<file path="src/rtl/alarm_pkg.sv">
package alarm_pkg;
  localparam int ALM_FIELDS = 5;   // second, minute, hour, date, month
  localparam int ALM_DW     = 8;

  typedef logic [ALM_FIELDS-1:0] ign_t;

  // Thermometer codes filled from the month end are supported; others mean "ignore all".
  function automatic ign_t effective_ignore(input ign_t code);
    logic ok;
    ok = 1'b0;
    for (int k = 0; k <= ALM_FIELDS; k++) begin
      if (code == ~({ALM_FIELDS{1'b1}} >> k)) ok = 1'b1;
    end
    return ok ? code : {ALM_FIELDS{1'b1}};
  endfunction

  // BCD field equality, stored value carries its ignore bit in the MSB.
  function automatic logic field_equal(input logic [ALM_DW-1:0] now_v,
                                       input logic [ALM_DW-1:0] set_v);
    return now_v == {1'b0, set_v[ALM_DW-2:0]};
  endfunction
endpackage

</file>
<file path="src/rtl/alarm_regs.sv">
module alarm_regs #(
  parameter int AW        = 3,
  parameter int DW        = 8,
  parameter int NF        = 5,
  parameter int BASE_ADDR = 2
) (
  input  logic                 clk,
  input  logic                 rst_n,
  input  logic                 wr_en,
  input  logic [AW-1:0]        wr_addr,
  input  logic [DW-1:0]        wr_data,
  output logic [NF-1:0][DW-1:0] alarm_set,
  output logic                 irq_en,
  output logic                 bak_en
);
  localparam int CTRL_ADDR = BASE_ADDR + NF;

  for (genvar i = 0; i < NF; i++) begin : g_field
    always_ff @(posedge clk) begin
      if (!rst_n)
        alarm_set[i] <= '0;
      else if (wr_en && wr_addr == AW'(BASE_ADDR + i))
        alarm_set[i] <= wr_data;
    end
  end

  always_ff @(posedge clk) begin
    if (!rst_n) begin
      irq_en <= 1'b0;
      bak_en <= 1'b0;
    end else if (wr_en && wr_addr == AW'(CTRL_ADDR)) begin
      irq_en <= wr_data[0];
      bak_en <= wr_data[1];
    end
  end

  AST_EN_RESET_CLEAR: assert property (@(posedge clk)
    !rst_n |=> (!irq_en && !bak_en));
endmodule

</file>
<file path="src/rtl/alarm_match.sv">
module alarm_match
  import alarm_pkg::*;
#(
  parameter int DW = 8,
  parameter int NF = 5
) (
  input  logic                  clk,
  input  logic                  rst_n,
  input  logic                  tick,
  input  logic [NF-1:0][DW-1:0] time_now,
  input  logic [NF-1:0][DW-1:0] alarm_set,
  output logic                  hit_evt,
  output logic [NF-1:0]         ignore_eff
);
  logic [NF-1:0] code;
  logic [NF-1:0] field_ok;

  for (genvar i = 0; i < NF; i++) begin : g_cmp
    assign code[i]     = alarm_set[i][DW-1];
    assign field_ok[i] = ignore_eff[i] | field_equal(time_now[i], alarm_set[i]);
  end

  assign ignore_eff = effective_ignore(code);
  assign hit_evt    = tick & (&field_ok);

  AST_ALL_IGNORED_FIRES: assert property (@(posedge clk) disable iff (!rst_n)
    (tick && (&ignore_eff)) |-> hit_evt);
  AST_HIT_NEEDS_TICK: assert property (@(posedge clk) disable iff (!rst_n)
    hit_evt |-> tick);
endmodule

</file>
<file path="src/rtl/alarm_flag_irq.sv">
module alarm_flag_irq (
  input  logic clk,
  input  logic rst_n,
  input  logic hit_evt,
  input  logic rd_evt,
  input  logic irq_en,
  input  logic bak_en,
  input  logic on_battery,
  output logic flag_q,
  output logic irq_q
);
  logic irq_allow;
  assign irq_allow = irq_en & (~on_battery | bak_en);

  always_ff @(posedge clk) begin
    if (!rst_n) begin
      flag_q <= 1'b0;
      irq_q  <= 1'b0;
    end else if (hit_evt) begin
      flag_q <= 1'b1;
      if (irq_allow) irq_q <= 1'b1;
    end else if (rd_evt) begin
      if (irq_q) irq_q  <= 1'b0;
      else       flag_q <= 1'b0;
    end
  end

  AST_IRQ_IMPLIES_FLAG: assert property (@(posedge clk) disable iff (!rst_n)
    irq_q |-> flag_q);
  AST_HIT_SETS_FLAG: assert property (@(posedge clk) disable iff (!rst_n)
    hit_evt |=> flag_q);
  AST_IRQ_NEEDS_ENABLE: assert property (@(posedge clk) disable iff (!rst_n)
    $rose(irq_q) |-> $past(irq_en));
  AST_BACKUP_GATE: assert property (@(posedge clk) disable iff (!rst_n)
    ($rose(irq_q) && $past(on_battery)) |-> $past(bak_en));
  AST_FIRST_READ_RELEASE: assert property (@(posedge clk) disable iff (!rst_n)
    (rd_evt && irq_q && !hit_evt) |=> (!irq_q && flag_q));
  AST_SECOND_READ_CLEAR: assert property (@(posedge clk) disable iff (!rst_n)
    (rd_evt && !irq_q && !hit_evt) |=> !flag_q);
  AST_SET_BEATS_CLEAR: assert property (@(posedge clk) disable iff (!rst_n)
    (rd_evt && hit_evt) |=> flag_q);
endmodule

</file>
<file path="src/rtl/alarm_repeat_irq.sv">
module alarm_repeat_irq
  import alarm_pkg::*;
#(
  parameter int AW        = 3,
  parameter int DW        = ALM_DW,
  parameter int BASE_ADDR = 2,
  parameter int FLAG_BIT  = 6
) (
  input  logic          clk,
  input  logic          rst_n,
  input  logic          wr_en,
  input  logic [AW-1:0] wr_addr,
  input  logic [DW-1:0] wr_data,
  input  logic          tick_1hz,
  input  logic [DW-1:0] time_sec,
  input  logic [DW-1:0] time_min,
  input  logic [DW-1:0] time_hour,
  input  logic [DW-1:0] time_date,
  input  logic [DW-1:0] time_month,
  input  logic          on_battery,
  input  logic          flags_rd,
  output logic [DW-1:0] flags,
  output logic          irq_n
);
  localparam int NF = ALM_FIELDS;

  logic [NF-1:0][DW-1:0] alarm_set;
  logic [NF-1:0][DW-1:0] time_now;
  logic [NF-1:0]         ignore_eff;
  logic                  irq_en, bak_en, hit_evt, flag_q, irq_q;

  assign time_now = {time_month, time_date, time_hour, time_min, time_sec};

  alarm_regs #(.AW(AW), .DW(DW), .NF(NF), .BASE_ADDR(BASE_ADDR)) u_regs (
    .clk(clk), .rst_n(rst_n), .wr_en(wr_en), .wr_addr(wr_addr),
    .wr_data(wr_data), .alarm_set(alarm_set), .irq_en(irq_en), .bak_en(bak_en));

  alarm_match #(.DW(DW), .NF(NF)) u_match (
    .clk(clk), .rst_n(rst_n), .tick(tick_1hz), .time_now(time_now),
    .alarm_set(alarm_set), .hit_evt(hit_evt), .ignore_eff(ignore_eff));

  alarm_flag_irq u_flag (
    .clk(clk), .rst_n(rst_n), .hit_evt(hit_evt), .rd_evt(flags_rd),
    .irq_en(irq_en), .bak_en(bak_en), .on_battery(on_battery),
    .flag_q(flag_q), .irq_q(irq_q));

  always_comb begin
    flags           = '0;
    flags[FLAG_BIT] = flag_q;
  end
  assign irq_n = ~irq_q;

  AST_RESET_QUIET: assert property (@(posedge clk)
    !rst_n |=> (irq_n && flags == '0));
  AST_IRQ_FALLS_AFTER_HIT: assert property (@(posedge clk) disable iff (!rst_n)
    (hit_evt && irq_en && !on_battery) |=> !irq_n);
endmodule

</file>
<file path="config.mk">
export PLATFORM = sky130hd
export DESIGN_NAME = alarm_repeat_irq
export DESIGN_NICKNAME = d
export VERILOG_FILES = /design/src/rtl/alarm_pkg.sv /design/src/rtl/alarm_regs.sv /design/src/rtl/alarm_match.sv /design/src/rtl/alarm_flag_irq.sv /design/src/rtl/alarm_repeat_irq.sv
export SDC_FILE = /design/constraint.sdc
export NUM_CORES = 1
export LEC_CHECK = 0
export BUFFER_PORTS_ARGS = -buffer_cell sky130_fd_sc_hd__buf_4
export CAP_MARGIN = 20
export CELL_PAD_IN_SITES_DETAIL_PLACEMENT = 1
export CELL_PAD_IN_SITES_GLOBAL_PLACEMENT = 1
export CORE_UTILIZATION = 30
export DETAILED_ROUTE_END_ITERATION = 10
export PLACE_DENSITY_LB_ADDON = 0.1
export SLEW_MARGIN = 40
export SYNTH_ARGS = -nofsm -noshare
export SYNTH_HDL_FRONTEND = slang
export SYNTH_SLANG_ARGS = --single-unit
export TNS_END_PERCENT = 5
</file>
<file path="constraint.sdc">
create_clock -name clk -period 1.6 [get_ports clk]
set_clock_uncertainty 0.2 [all_clocks]
set_input_delay 0.08 -clock clk [delete_from_list [all_inputs] [get_ports clk]]
set_output_delay 0.08 -clock clk [all_outputs]
set_load 0.005 [all_outputs]
</file>
# [Word level (Yosys, flattened, before mapping)]
# Cells that the tools add are included.
# W data, S select, Z words.
[classes] mux=13 bitwise_logic=10 n_eq_ne=18 n_reduce_logical=11
[ops] cell="$eq A8 B7 Y1" count=5
[ops] cell="$eq A5 B5 Y1 const B" count=5
[ops] cell="$eq A3 B3 Y1 const B" count=4
[ops] cell="$mux W1" count=12
[ops] cell="$eq A3 B2 Y1 const B" count=2
[ops] cell="$logic_and A1 B1 Y1" count=6
[ops] cell="$or A1 B1 Y1" count=6
[ops] cell="$logic_not A5 Y1" count=1
[ops] cell="$mux W5" count=1
[ops] cell="$reduce_and A5 Y1" count=1
[ops] cell="$reduce_and A2 Y1" count=2
[ops] cell="$and A1 B1 Y1" count=2
[ops] cell="$ne A2 B1 Y1 const B" count=1
[ops] cell="$ne A2 B2 Y1 const B" count=1
[ops] cell="$not A1 Y1" count=2
[ops] cell="$reduce_bool A2 Y1" count=1
[word_totals] ff_bits=44 in_bits=57 output_inout_bits=9 wordCells=61

# [Depth between registers and ports, before layout]
[logic_depth] depth_word=13 mapped_depth=6 depth_no_buf=6

# [Cells and area by module]
# A second synthesis with hierarchy kept.
[unflattened] cells_unflattened=233 area_unflattened_um2=2199.6
[by_module_without_submodules] module="alarm_regs" seq_area_each_um2=840.8 cells_per_inst=151 area_per_inst_um2=1576.5 instances=1
[by_module_without_submodules] module="alarm_match" seq_area_each_um2=0.0 cells_per_inst=62 area_per_inst_um2=471.7 instances=1
[by_module_without_submodules] module="alarm_flag_irq" seq_area_each_um2=40.0 cells_per_inst=10 area_per_inst_um2=83.8 instances=1
[by_module_without_submodules] module="alarm_repeat_irq" seq_area_each_um2=0.0 cells_per_inst=10 area_per_inst_um2=67.6 instances=1

# [Worst setup path before layout]
# Ideal clock, no wire load.
[synth_timing] path_type="reg2reg" startpoint="register u_regs.alarm_set[22] in the netlist's numbering" endpoint="register u_flag.irq_q" stages_incl_launch_ff=7 n_path_buf=0 t_required_ps=1325 t_arrival_ps=1351 period_less_slack_ps=1625 setup_time_ps=75 setup_slack_ps=-25 cell_sequence="dfxtp_1 xor2_1 nor4_1 a21oi_1 nor4_2 a21oi_1 o22ai_1"
[synth_via] elab_chain_cells=6 word_cells_on_any_way=8 classes_between="eq/ne: 2; mux: 1; bitwise: 2; reduce/logical: 3"
[synth_rtl] element="start: declaration" line="alarm_regs.sv:12" rtl="output logic [NF-1:0][DW-1:0] alarm_set,"
[synth_rtl] element="start signal: indexed assignment" line="alarm_regs.sv:23" rtl="alarm_set[i] <= wr_data;"
[synth_rtl] element="$eq A8 B7 Y1 *" line="alarm_pkg.sv:20" rtl="return now_v == {1'b0, set_v[ALM_DW-2:0]};"
[synth_rtl] element="$or A1 B1 Y1 *" line="alarm_match.sv:20" rtl="assign field_ok[i] = ignore_eff[i] | field_equal(time_now[i], alarm_set[i]);"
[synth_rtl] element="$reduce_and A5 Y1 *" line="alarm_match.sv:24" rtl="assign hit_evt = tick & (&field_ok);"
[synth_rtl] element="$and A1 B1 Y1 *" line="alarm_match.sv:24"
[synth_rtl] element="$ne A2 B1 Y1 (no line) or $reduce_bool A2 Y1 (tied branches)"
[synth_rtl] element="$reduce_and A2 Y1 (no line)"
[synth_rtl] element="end signal: assignment" line="alarm_flag_irq.sv:18" rtl="irq_q <= 1'b0;"
[synth_rtl] element="end signal: assignment" line="alarm_flag_irq.sv:21" rtl="if (irq_allow) irq_q <= 1'b1;"
[synth_rtl] element="end signal: assignment" line="alarm_flag_irq.sv:23" rtl="if (irq_q) irq_q <= 1'b0;"
[synth_rtl] element="end: declaration" line="alarm_flag_irq.sv:10" rtl="output logic irq_q"
# Every way passes the cells marked *; elsewhere a longest branch is shown, timed or not.
# A chain may end at the register's enable or synchronous reset.

# [Worst setup path in the final report]
[layout_timing] startpoint="register u_regs.alarm_set[10] in the netlist's numbering" endpoint="register u_flag.flag_q"
[layout_via] elab_chain_cells=6 word_cells_on_any_way=8 classes_between="eq/ne: 2; mux: 1; bitwise: 2; reduce/logical: 3"
[layout_rtl] element="$eq A8 B7 Y1 *" line="alarm_pkg.sv:20"
[layout_rtl] element="$or A1 B1 Y1 *" line="alarm_match.sv:20"
[layout_rtl] element="$reduce_and A5 Y1 *" line="alarm_match.sv:24"
[layout_rtl] element="$and A1 B1 Y1 *" line="alarm_match.sv:24"
[layout_rtl] element="$ne A2 B2 Y1 (no line) or $reduce_bool A2 Y1 (tied branches)"
[layout_rtl] element="$reduce_and A2 Y1 (no line)"
[layout_rtl] element="end signal: assignment" line="alarm_flag_irq.sv:17" rtl="flag_q <= 1'b0;"
[layout_rtl] element="end signal: assignment" line="alarm_flag_irq.sv:20" rtl="flag_q <= 1'b1;"
[layout_rtl] element="end signal: assignment" line="alarm_flag_irq.sv:24" rtl="else flag_q <= 1'b0;"
[layout_rtl] element="end: declaration" line="alarm_flag_irq.sv:9" rtl="output logic flag_q,"
# Marked as above.

==> flow_summary.json <==
{
  "status": "finished with violations",
  "violations": "negative setup slack",
  "grtUsageTotal_pct": 16.7,
  "finalNonFillerCells": 436,
  "drt-initial-drc-count": 57,
  "setup_viol": 2,
  "comb_power_share_pct": 14.9,
  "diodes": 0,
  "grt-ovfl-total": 0,
  "critPathSlowestCell": "nor4_4",
  "hold_viol": 0,
  "powerDensity_nw_per_um2": 737,
  "p_int_mw": 1.64,
  "die_x_um": 87.2,
  "gp_congestion": 0.698,
  "hold_slack_ps": 36.1,
  "antenna_found_initial": 0,
  "num_vias": 1973,
  "drive_above_1_share_pct": 24.1,
  "crit_cells": 6,
  "nFillCells": 872,
  "max-vdd-ir-drop_mv": 0.325,
  "path_delay_family": "simple AND/OR/NAND/NOR gates",
  "clkSlewWorstSetupHoldPaths_ps": 80,
  "leakagePower_nw": 1.21,
  "min_period_ps": 1820,
  "power.share.clock_pct": 33.1,
  "numCtsBuffers": 5,
  "nets": 396,
  "antenna_left": 0,
  "grt_max_degree": 46,
  "holdPathStages": 2,
  "post-route-drc-count": 0,
  "critPathLaunchType": "flip-flop",
  "num_rows": 30,
  "drv_cap": 0,
  "syn_area_um2": 2180,
  "ys_seq_area_share_pct": 40.4,
  "path_buf_inv": 0,
  "worstPathCellList": "xor2_1, nor4_1, a21oi_1, nor4_4, a21oi_2, a21boi_1",
  "synth_async_sr_flop_share_pct": 0,
  "busiest_layer": "met2",
  "reg2reg_slack_ps": -220,
  "dp_cells": 418,
  "grt_use_met3_pct": 2.84,
  "dr.pass1.iters": 4,
  "clock_latency_ps": 290,
  "fmax_ghz": 0.550,
  "rsz0062_at_grt": "true",
  "synth_top_cell_by_area": "dfxtp_1",
  "cp_max_fo": 2,
  "syn_inst": 267,
  "pwr-share-seq_pct": 52.0,
  "synth_top_area_share_pct": 40.4,
  "fin_ws_ps": -218,
  "cts_tree": "yes",
  "reg2reg_depth": 6,
  "clockBufferDepth": 2,
  "cts_max_level": 2,
  "synth_edf_count": 0,
  "core-area_um2": 6910,
  "drt-total-wl_um": 6150,
  "report.final.slew_viol_count": 0,
  "max_stage_delay_ps": 360,
  "dieArea_um2": 7610,
  "power.switching_mw": 0.536,
  "dpl.hpwl_um": 4410,
  "post_synth.cell_area_avg_um2": 8.16,
  "cp-end-kind": "flip-flop",
  "ff_latch_area_um2": 887,
  "synth_warnings": 0,
  "boundaryPins": 66,
  "synth_area_leaders": "dfxtp_1 40%, nand2_1 15%, a21boi_0 14%, xor2_1 14%, nor4_1 2.9%",
  "clockRootBuffer": "clkbuf_8",
  "post-route-period-util_pct": 114,
  "wl_per_cell_um": 14.1,
  "cts.sink_count": 44,
  "synth_cell_types": 23,
  "synth-main-ff-cell": "dfxtp_1",
  "start_util_pct": 31.6,
  "io_buffers": 58,
  "cp.arrival_ps": 1840,
  "critical_path_required_ps": 1630,
  "switching_share_pct": 24.6,
  "critical_path_class": "reg -> reg",
  "die_h_um": 87.2,
  "area_delta_synth_final_pct": 35.8,
  "multiInputGateArea_um2": 1280,
  "synth-seq-cells": 44,
  "vias_per_cell": 4.53,
  "final.setup.tns_ps": -433,
  "grt_pass1_wl_um": 9390,
  "grt_pass1_vias": 1918,
  "gr-usage-met1_pct": 21.9,
  "hold_class": "in -> reg",
  "cts_post_setup_buffers_inserted": 0,
  "use_met2_pct": 28.1
}
==> power groups by stage <==
stage	Clock [mW]	Combinational (mW)	Sequential, mW
2_1_floorplan	0	0.132	1.16
3_3_place_gp	0	0.295	1.16
3_5_place_dp	0	0.298	1.16
4_1_cts	0.750	0.323	1.13
5_1_grt	0.795	0.358	1.14
6_report	0.723	0.325	1.13
==> worst paths after layout <==
| kind | start | endpoint |
|---|---|---|
| hold reg to reg | u_regs.alarm_set[8] | u_regs.alarm_set[8] |
| setup / recovery | u_regs.alarm_set[10] | u_flag.flag_q |
| hold / removal | rst_n | u_regs.alarm_set[20] |
| setup reg to reg | u_regs.alarm_set[10] | u_flag.flag_q |
==> cell usage after synthesis, types with 2 or more instances <==
cell and count:
nand2_1 86, dfxtp_1 44, a21boi_0 41, xor2_1 35
nor4_1 10, buf_4 8, a21oi_1 6, nor2b_1 6
clkbuf_1 5, nor2_1 4, inv_1 3, nand2b_1 3
nand3_1 3, o21ai_0 3, mux2i_1 2
==> metrics by stage <==
stage          instance area [µm²]  worst slack (ps)  util [%]  power [mW]
2_1_floorplan                 2200              1.98         -        1.29
3_3_place_gp                  2710              -330      39.3        1.45
3_5_place_dp                  2710              -359      39.3        1.46
4_1_cts                       2920              -297      42.3        2.21
5_1_grt                       2960              -310      42.8        2.29
6_report                      2960              -218      42.8        2.18
==> cells in the final DEF (no fill, tap or decap) <==
cell type	n
a211oi_1	1
a21boi_0	41
a21boi_1	1
a21oi_1	4
a21oi_2	2
and3_1	1
buf_4	62
clkbuf_1	2
clkbuf_8	6
conb_1	7
dfxtp_1	39
dfxtp_2	5
dlygate4sd3_1	10
inv_1	3
mux2i_1	2
nand2_1	86
nand2b_1	3
nand3_1	3
nand4_1	1
nor2_1	4
nor2b_1	6
nor4_1	4
nor4_2	6
nor4_4	1
o211ai_1	1
o21ai_0	3
o22ai_1	1
xor2_1	35
==> what timing repair did <==
action,4_1_cts,5_1_grt
endpoints found under the hold margin,44,0
endpoints found under the setup margin,2,2
hold buffers,10,0
pin swaps,2,6
resized for setup,4,8
cloned,0,0
==> area by class of cell <==
type,instances,share of cell area [%]
Multi-Input combinational cell,213,43.4
Sequential cell,44,30.0
Timing Repair Buffer,72,19.1
Tap cell,96,4.06
Clock buffer,8,3.04
Inverter,3,0.381
==> cell families (layout without fill, tap and decap cells) <==
logic type / Yosys count / after routing / synth area share, %
muxes: 2 / 2 / 0.919
buffers and inverters: 16 / 83 / 4.13
DFF: 44 / 44 / 40.4
and+or+nand+nor: 115 / 115 / 22.8
other: 1 / 7 / 0.172
xor gates and xnor gates: 35 / 35 / 14.1
AOI/OAI and AO/OA: 54 / 54 / 17.5
==> flip-flops by register name (all words and copies together), names as in the netlist <==
| register | cells |
|---|---|
| u_regs.alarm_set | 40 |
| u_flag.flag_q | 1 |
| u_flag.irq_q | 1 |
| u_regs.bak_en | 1 |
| u_regs.irq_en | 1 |
==> routing by layer <==
metal | share of wire [%] | wire length, µm | up-vias
met2 | 49 | 3010 | 42
met4 | 1.2 | 74 | 0
met1 | 47 | 2900 | 912
li1 | - | - | 1011
met5 | 0 | 0 | -
met3 | 2.8 | 173 | 8
Power figures use the tool's default switching activity.
